`config.mk`:
```
export PLATFORM = sky130hd
export DESIGN_NAME = obwin_translator
export DESIGN_NICKNAME = d
export VERILOG_FILES = /design/src/rtl/obwin_pkg.sv /design/src/rtl/obwin_regs.sv /design/src/rtl/obwin_lookup.sv /design/src/rtl/obwin_translator.sv
export SDC_FILE = /design/constraint.sdc
export NUM_CORES = 2
export LEC_CHECK = 0
export BUFFER_PORTS_ARGS = -buffer_cell sky130_fd_sc_hd__buf_4
export CAP_MARGIN = 40
export CELL_PAD_IN_SITES_DETAIL_PLACEMENT = 2
export CELL_PAD_IN_SITES_GLOBAL_PLACEMENT = 2
export CORE_MARGIN = 10
export CORE_UTILIZATION = 48
export DETAILED_ROUTE_END_ITERATION = 6
export GPL_TIMING_DRIVEN = 0
export PLACE_DENSITY_LB_ADDON = 0.1
export SLEW_MARGIN = 15
export SYNTH_ARGS = -nofsm -noshare
export SYNTH_HDL_FRONTEND = slang
export SYNTH_SLANG_ARGS = --single-unit
```
`constraint.sdc`:
```
create_clock -name clk -period 128.3 [get_ports clk]
set_input_delay 6.415 -clock clk [delete_from_list [all_inputs] [get_ports clk]]
set_output_delay 6.415 -clock clk [all_outputs]
set_load 0.01 [all_outputs]
```
`src/rtl/obwin_pkg.sv`:
```
package obwin_pkg;
  localparam int unsigned REG_W      = 32;
  localparam int unsigned OFS_W      = 12;
  localparam int unsigned MB_SHIFT   = 20;
  localparam int unsigned GLB_EN_BIT = 1;
  localparam int unsigned SIZE_W     = 3;
  localparam logic [OFS_W-1:0] OFS_CTRL = 12'h004;
  localparam logic [OFS_W-1:0] OFS_SIZE = 12'h030;
  localparam logic [OFS_W-1:0] OFS_WIN  = 12'h200;
  localparam int unsigned WIN_STRIDE_SH = 3;
endpackage

```
`src/rtl/obwin_regs.sv`:
```
module obwin_regs
  import obwin_pkg::*;
#(
  parameter int unsigned NWIN = 32
) (
  input  logic                        clk,
  input  logic                        rst_n,
  input  logic                        cfg_we,
  input  logic                        cfg_re,
  input  logic [OFS_W-1:0]            cfg_addr,
  input  logic [REG_W-1:0]            cfg_wdata,
  output logic [REG_W-1:0]            cfg_rdata,
  output logic                        glb_en,
  output logic [SIZE_W-1:0]           size_idx,
  output logic [NWIN-1:0][REG_W-1:0]  win_lo,
  output logic [NWIN-1:0][REG_W-1:0]  win_hi
);
  localparam int unsigned WIN_W   = (NWIN > 1) ? $clog2(NWIN) : 1;
  localparam int unsigned WIN_END = OFS_WIN + (NWIN << WIN_STRIDE_SH);

  logic             in_win;
  logic             is_hi;
  logic [WIN_W-1:0] wsel;
  logic             ctrl_we, size_we;
  logic [NWIN-1:0]  lo_we, hi_we;
  logic [REG_W-1:0] rd_next;
  logic             mapped;

  always_comb begin
    in_win  = (32'(cfg_addr) >= 32'(OFS_WIN)) && (32'(cfg_addr) < WIN_END) &&
              (cfg_addr[1:0] == 2'b00);
    is_hi   = cfg_addr[2];
    wsel    = WIN_W'((cfg_addr - OFS_WIN) >> WIN_STRIDE_SH);
    ctrl_we = cfg_we && (cfg_addr == OFS_CTRL);
    size_we = cfg_we && (cfg_addr == OFS_SIZE);
    mapped  = in_win || (cfg_addr == OFS_CTRL) || (cfg_addr == OFS_SIZE);
    lo_we   = '0;
    hi_we   = '0;
    if (cfg_we && in_win) begin
      if (is_hi) hi_we[wsel] = 1'b1;
      else       lo_we[wsel] = 1'b1;
    end
  end

  always_comb begin
    rd_next = '0;
    if (cfg_addr == OFS_CTRL)      rd_next[GLB_EN_BIT] = glb_en;
    else if (cfg_addr == OFS_SIZE) rd_next[SIZE_W-1:0] = size_idx;
    else if (in_win)               rd_next = is_hi ? win_hi[wsel] : win_lo[wsel];
  end

  always_ff @(posedge clk or negedge rst_n) begin
    if (!rst_n) begin
      glb_en    <= 1'b0;
      size_idx  <= '0;
      cfg_rdata <= '0;
    end else begin
      if (ctrl_we) glb_en    <= cfg_wdata[GLB_EN_BIT];
      if (size_we) size_idx  <= cfg_wdata[SIZE_W-1:0];
      if (cfg_re)  cfg_rdata <= rd_next;
    end
  end

  for (genvar g = 0; g < NWIN; g++) begin : g_win
    always_ff @(posedge clk or negedge rst_n) begin
      if (!rst_n) begin
        win_lo[g] <= '0;
        win_hi[g] <= '0;
      end else begin
        if (lo_we[g]) win_lo[g] <= cfg_wdata;
        if (hi_we[g]) win_hi[g] <= cfg_wdata;
      end
    end
  end


  size_write_chk: assert property (@(posedge clk) disable iff (!rst_n)
    size_we |=> size_idx == $past(cfg_wdata[SIZE_W-1:0]));

  ctrl_write_chk: assert property (@(posedge clk) disable iff (!rst_n)
    ctrl_we |=> glb_en == $past(cfg_wdata[GLB_EN_BIT]));

  unmapped_read_chk: assert property (@(posedge clk) disable iff (!rst_n)
    (cfg_re && !mapped) |=> cfg_rdata == '0);

  rdata_hold_chk: assert property (@(posedge clk) disable iff (!rst_n)
    !cfg_re |=> $stable(cfg_rdata));
endmodule

```
`src/rtl/obwin_lookup.sv`:
```
module obwin_lookup
  import obwin_pkg::*;
#(
  parameter int unsigned NWIN      = 32,
  parameter logic [31:0] APER_BASE = 32'h8000_0000
) (
  input  logic                        clk,
  input  logic                        rst_n,
  input  logic                        glb_en,
  input  logic [SIZE_W-1:0]           size_idx,
  input  logic [NWIN-1:0][REG_W-1:0]  win_lo,
  input  logic [NWIN-1:0][REG_W-1:0]  win_hi,
  input  logic                        xl_valid,
  input  logic [31:0]                 xl_addr,
  output logic                        out_valid,
  output logic [63:0]                 out_addr,
  output logic                        out_hit
);
  localparam int unsigned WIN_W = (NWIN > 1) ? $clog2(NWIN) : 1;

  logic [4:0]       shamt;
  logic [31:0]      rel;
  logic [31:0]      wmask;
  logic [WIN_W-1:0] widx;
  logic             hit_nx;
  logic [63:0]      addr_nx;

  always_comb begin
    shamt   = 5'(MB_SHIFT) + {2'b00, size_idx};
    rel     = xl_addr - APER_BASE;
    wmask   = (32'h1 << shamt) - 32'h1;
    widx    = WIN_W'(rel >> shamt);
    hit_nx  = glb_en && win_lo[widx][0];
    addr_nx = hit_nx ? {win_hi[widx], (win_lo[widx] & ~wmask) | (rel & wmask)}
                     : {32'h0, xl_addr};
  end

  always_ff @(posedge clk or negedge rst_n) begin
    if (!rst_n) begin
      out_valid <= 1'b0;
      out_hit   <= 1'b0;
      out_addr  <= '0;
    end else begin
      out_valid <= xl_valid;
      if (xl_valid) begin
        out_hit  <= hit_nx;
        out_addr <= addr_nx;
      end
    end
  end


  valid_follow_chk: assert property (@(posedge clk) disable iff (!rst_n)
    xl_valid |=> out_valid);

  valid_idle_chk: assert property (@(posedge clk) disable iff (!rst_n)
    !xl_valid |=> !out_valid);

  miss_pass_chk: assert property (@(posedge clk) disable iff (!rst_n)
    xl_valid |=> (out_hit || out_addr == {32'h0, $past(xl_addr)}));

  hit_offset_chk: assert property (@(posedge clk) disable iff (!rst_n)
    xl_valid |=> (!out_hit || out_addr[19:0] == $past(rel[19:0])));

  hit_needs_en_chk: assert property (@(posedge clk) disable iff (!rst_n)
    (xl_valid && !glb_en) |=> !out_hit);
endmodule

```
`src/rtl/obwin_translator.sv`:
```
module obwin_translator
  import obwin_pkg::*;
#(
  parameter int unsigned NWIN      = 32,
  parameter logic [31:0] APER_BASE = 32'h8000_0000
) (
  input  logic        clk,
  input  logic        rst_n,
  input  logic        cfg_we,
  input  logic        cfg_re,
  input  logic [11:0] cfg_addr,
  input  logic [31:0] cfg_wdata,
  output logic [31:0] cfg_rdata,
  input  logic        xl_valid,
  input  logic [31:0] xl_addr,
  output logic        out_valid,
  output logic [63:0] out_addr,
  output logic        out_hit
);
  logic [1:0]                rst_sync;
  logic                      rst_n_i;
  logic                      glb_en;
  logic [SIZE_W-1:0]         size_idx;
  logic [NWIN-1:0][REG_W-1:0] win_lo;
  logic [NWIN-1:0][REG_W-1:0] win_hi;

  always_ff @(posedge clk or negedge rst_n) begin
    if (!rst_n) rst_sync <= 2'b00;
    else        rst_sync <= {rst_sync[0], 1'b1};
  end
  assign rst_n_i = rst_sync[1];

  obwin_regs #(.NWIN(NWIN)) u_regs (
    .clk      (clk),
    .rst_n    (rst_n_i),
    .cfg_we   (cfg_we),
    .cfg_re   (cfg_re),
    .cfg_addr (cfg_addr),
    .cfg_wdata(cfg_wdata),
    .cfg_rdata(cfg_rdata),
    .glb_en   (glb_en),
    .size_idx (size_idx),
    .win_lo   (win_lo),
    .win_hi   (win_hi)
  );

  obwin_lookup #(.NWIN(NWIN), .APER_BASE(APER_BASE)) u_lookup (
    .clk      (clk),
    .rst_n    (rst_n_i),
    .glb_en   (glb_en),
    .size_idx (size_idx),
    .win_lo   (win_lo),
    .win_hi   (win_hi),
    .xl_valid (xl_valid),
    .xl_addr  (xl_addr),
    .out_valid(out_valid),
    .out_addr (out_addr),
    .out_hit  (out_hit)
  );


  reset_quiet_chk: assert property (@(posedge clk)
    $rose(rst_n_i) |-> !out_valid && !out_hit);
endmodule

```
==> results of run 1 <==
## stage by stage
stage	util, %	hold WS (ps)
2_1_floorplan	-	331
3_3_place_gp	50.4	340
3_5_place_dp	52.8	337
4_1_cts	56.5	345
## routing by layer
metal | GRT usage (%) | GRT overflow
met4 | 69.0 | 119
met3 | 64.6 | 13
met5 | 45.7 | 3
met1 | 76.1 | 11
met2 | 87.6 | 164
## cell families after synthesis
group,synth area share (%)
XOR/XNOR,0.0160
other,0.00342
AND/OR/NAND/NOR,10.2
flip-flops,49.1
adder cells (fa/ha/maj),0.0114
AO/OA/AOI/OAI,4.38
multiplexers,32.7
buffers and inverters,3.63
==> results.py, run 1 <==
metrics = {
    "cts": {
        "cts_root_buf": "clkbuf_16",
        "cts_setup_buffers": 0,
        "cts_hold_buf": 0,
        "clock_path_buffers": 3,
        "clock_sinks": 2152,
        "htreeDepth": 4,
        "cts_buffers": 237,
        "cts_resized": 0,
    },
    "placed_design": {
        "dpl.cell_count": 12500,
        "place_hpwl_mm": 468,
        "place_congestion": 1.01,
        "io_buffer_count": 142,
        "dp_worst_setup_slack_ps": 116840,
        "place_area_sq_um": 120000,
    },
    "logic_synthesis": {
        "synth_edf_count": 0,
        "syn_area_sq_um": 110000,
        "yosys_warnings": 0,
        "postSynthCellCount": 9003,
        "synth_top_area_share_pct": 49.1,
        "yosys_most_used_dff": "dfrtp_1",
        "synth.area.top_cells": "dfrtp_1 49%, mux2_2 21%, mux4_2 11%",
        "yosys_register_bits": 2152,
        "yosys.area.top_type": "dfrtp_1",
        "synth_cell_types": 76,
        "yosysMostFrequentCell": "dfrtp_1",
        "syn_area_per_cell_sq_um": 12.2,
        "synthArstFlopShare_pct": 100,
        "yosysSeqAreaShare_pct": 49.1,
        "synth_common_cells": "2152 x dfrtp_1, 2073 x mux2_2, 1472 x nand2_1",
    },
    "status": {
        "stop_stage": "global routing",
        "error": "[ERROR GRT-0232] Routing congestion too high. Check the congestion heatmap in the GUI.",
        "outcome": "stopped before the end",
    },
    "floorplan": {
        "initial_core_util_pct": 48.2,
        "num_io_pins": 179,
        "die_w_um": 498,
        "std_cell_rows": 175,
        "die_h_um": 498,
    },
    "global_routing": {
        "grt_max_degree": 64,
        "grt_usage_pct": 75.1,
        "antenna_found_initial": 165,
        "global_route.overflow_total": 310,
    },
}
==> inputs of run 2 (changes only) <==
--- a/config.mk
+++ b/config.mk
@@ -7,13 +7,11 @@
 export LEC_CHECK = 0
 export BUFFER_PORTS_ARGS = -buffer_cell sky130_fd_sc_hd__buf_4
 export CAP_MARGIN = 40
-export CELL_PAD_IN_SITES_DETAIL_PLACEMENT = 2
-export CELL_PAD_IN_SITES_GLOBAL_PLACEMENT = 2
 export CORE_MARGIN = 10
-export CORE_UTILIZATION = 48
+export CORE_UTILIZATION = 40
 export DETAILED_ROUTE_END_ITERATION = 6
 export GPL_TIMING_DRIVEN = 0
-export PLACE_DENSITY_LB_ADDON = 0.1
+export PLACE_DENSITY_LB_ADDON = 0.15
 export SLEW_MARGIN = 15
 export SYNTH_ARGS = -nofsm -noshare
 export SYNTH_HDL_FRONTEND = slang
==> run 2 against run 1 <==
  * Synthesized area unchanged
  * The flow now finishes, with violations (DRC)
  * Synthesized cell count unchanged
==> results.py, run 2 <==
metrics = {
    "sta": {
        "period_share_pct": 8.27,
        "report.final.slew_viol_count": 0,
        "worst_slew_pin_slew_ps": 1340,
        "setup_violations": 0,
        "finClkSkew_ps": 58.0,
        "setup_tns_ps": 0,
        "relSlewSlack_pct": 10.6,
        "fin_crit_ps": 10600,
        "rsz0062_at_grt": "no",
        "holdWs_ps": 350,
        "hold_viol": 0,
        "fmax_mhz": 94.3,
    },
    "cells_and_area": {
        "top_regs": "u_regs.win_hi: 1024 flops, u_regs.win_lo: 1024 flops, u_lookup.out_addr: 64 flops",
        "multi_input_area_sq_um": 52000,
        "nFillCells": 24700,
        "final_common_cell": "dfrtp_1",
        "drive_gt1_share_pct": 39.6,
        "regArea_sq_um": 53900,
        "finalNetCount": 9806,
        "fin_util_pct": 47.3,
        "area.growth.synth_to_final_pct": 17.9,
        "layout_common_cells": "2151 x dfrtp_1, 2073 x mux2_2, 1472 x nand2_1",
    },
    "cts": {
        "cts_resized": 0,
        "cts_root_buf": "clkbuf_16",
        "clock_sinks": 2152,
        "htreeDepth": 4,
        "cts_buffers": 244,
        "insertion_delay_ps": 970,
        "cts_tree": "done",
        "clk_pin_slew_worst_paths_ps": 60,
        "cts_setup_buffers": 0,
        "clock_path_buffers": 4,
        "cts_hold_buf": 0,
    },
    "logic_synthesis": {
        "synth.area.top_cells": "dfrtp_1 49%, mux2_2 21%, mux4_2 11%",
        "yosysMostFrequentCell": "dfrtp_1",
        "synth_common_cells": "2152 x dfrtp_1, 2073 x mux2_2, 1472 x nand2_1",
        "syn_area_per_cell_sq_um": 12.2,
        "yosys.area.top_type": "dfrtp_1",
        "yosysSeqAreaShare_pct": 49.1,
        "syn_area_sq_um": 110000,
        "yosys_warnings": 0,
        "yosys_register_bits": 2152,
        "synthArstFlopShare_pct": 100,
        "synth_edf_count": 0,
        "synth_cell_types": 76,
        "postSynthCellCount": 9003,
        "synth_top_area_share_pct": 49.1,
        "yosys_most_used_dff": "dfrtp_1",
    },
    "floorplan": {
        "num_io_pins": 179,
        "die_area_sq_um": 296000,
        "initial_core_util_pct": 40.1,
        "die_w_um": 544,
        "die_h_um": 544,
        "std_cell_rows": 192,
        "core_sq_um": 273000,
    },
    "status": {
        "outcome": "finished with violations",
        "violations": "DRC",
    },
    "drt": {
        "drtIter0Drc": 14400,
        "drc_errors": 1,
        "vias": 91400,
        "wl_per_cell_um": 41.8,
        "ant_nets": 0,
        "firstDrtPassIters": 7,
        "routed_wl_mm": 567,
        "viasPerCell": 6.74,
    },
    "global_routing": {
        "grt_pass1_wl_mm": 760,
        "global_route.overflow_total": 0,
        "antenna_found_initial": 59,
        "grt_pass1_vias": 87500,
        "grt_max_degree": 62,
        "grt_usage_pct": 37.2,
    },
    "placed_design": {
        "place_congestion": 1.03,
        "place_hpwl_mm": 416,
        "io_buffer_count": 142,
    },
    "worst_setup_path": {
        "r2r_slack_ps": 122590,
        "cp-start-kind": "input pin",
        "timing.rr.start": "u_regs.size_idx[0]$_DFFE_PN0P_",
        "required_ps": 129140,
        "path_class": "in2reg",
        "arrival_ps": 11450,
        "cp_max_fo": 11,
        "cp-startpoint": "xl_addr[27]",
        "critPathCaptureType": "register",
    },
    "job": {
        "max_cap_violations": 0,
    },
    "power_and_ir_drop": {
        "p_per_area_nw_per_um2": 12.4,
        "peakVddDrop_uv": 12.6,
        "p_leak_uw": 0.0606,
    },
    "worst_hold_path": {
        "hp-start": "rst_sync[0]$_DFF_PN0_",
        "hp-class": "reg2reg",
    },
}
-- run 2: cell counts after synthesis --
No cell type changed its count.
-- run 2: worst paths after layout --
path                                                      to  depth (start not counted)
max                        u_lookup.out_addr[20]$_DFFE_PN0P_                         13
max in group asynchronous              rst_sync[1]$_DFF_PN0_                          1
max reg2reg                u_lookup.out_addr[20]$_DFFE_PN0P_                         14
min                                    rst_sync[1]$_DFF_PN0_                          0
min in group asynchronous     u_regs.win_lo[625]$_DFFE_PN0P_                          0
min reg2reg                            rst_sync[1]$_DFF_PN0_                          0
-- run 2: metal layers --
metal	vias up	wire (um)	track usage, %	part of all wire, %
met5	-	700	0.625	0.12
met2	7366	227000	50.6	40
met1	47500	209000	46.9	37
li1	34400	-	-	-
met3	2050	76900	15.2	14
met4	40	53700	28.2	9.5
-- run 2: power by group --
| group | switching (uW) | internal (uW) |
|---|---|---|
| clock network | 314 | 432 |
| registers | 3.52 | 683 |
| logic | 126 | 43.2 |
-- run 2: critical path: stages --
cell	delay (ps)
buf_4	140
mux4_2	600
mux2i_4	640
buf_4	400
buf_2	700
buf_2	760
nand2_1	540
o22ai_1	260
o21ai_0	160
o21ai_0	240
o21ai_0	200
nand4_1	210
a31oi_1	100
-- run 2: cell type report --
type	instances	area share, %
clock buffer	358	5.53
clock inverter	88	0.943
inverter	41	0.119
antenna	54	0.104
multi-input combinational	5893	40.2
tap	3589	3.47
timing repair buffer	473	4.86
sequential	2152	41.6
buffer	919	3.13
-- run 2: logic make-up after synthesis --
kind of cell / share of synthesized area, %
other: 0.00342
XOR/XNOR: 0.0160
AO/OA/AOI/OAI: 4.38
buffers and inverters: 3.63
AND/OR/NAND/NOR: 10.2
adder cells (fa/ha/maj): 0.0114
multiplexers: 32.7
flip-flops: 49.1
-- run 2: metrics by stage --
step	cells	total power (uW)	cell area, sq um	worst slack (ps)
4_1_cts	13500	1590	129000	117990
5_1_grt	13500	1630	129000	117950
3_3_place_gp	12700	846	115000	37810
3_5_place_dp	13000	859	121000	116980
2_1_floorplan	9005	767	110000	63870
6_report	13600	1600	129000	117700
Note: power is estimated with default switching activity, not from simulation.
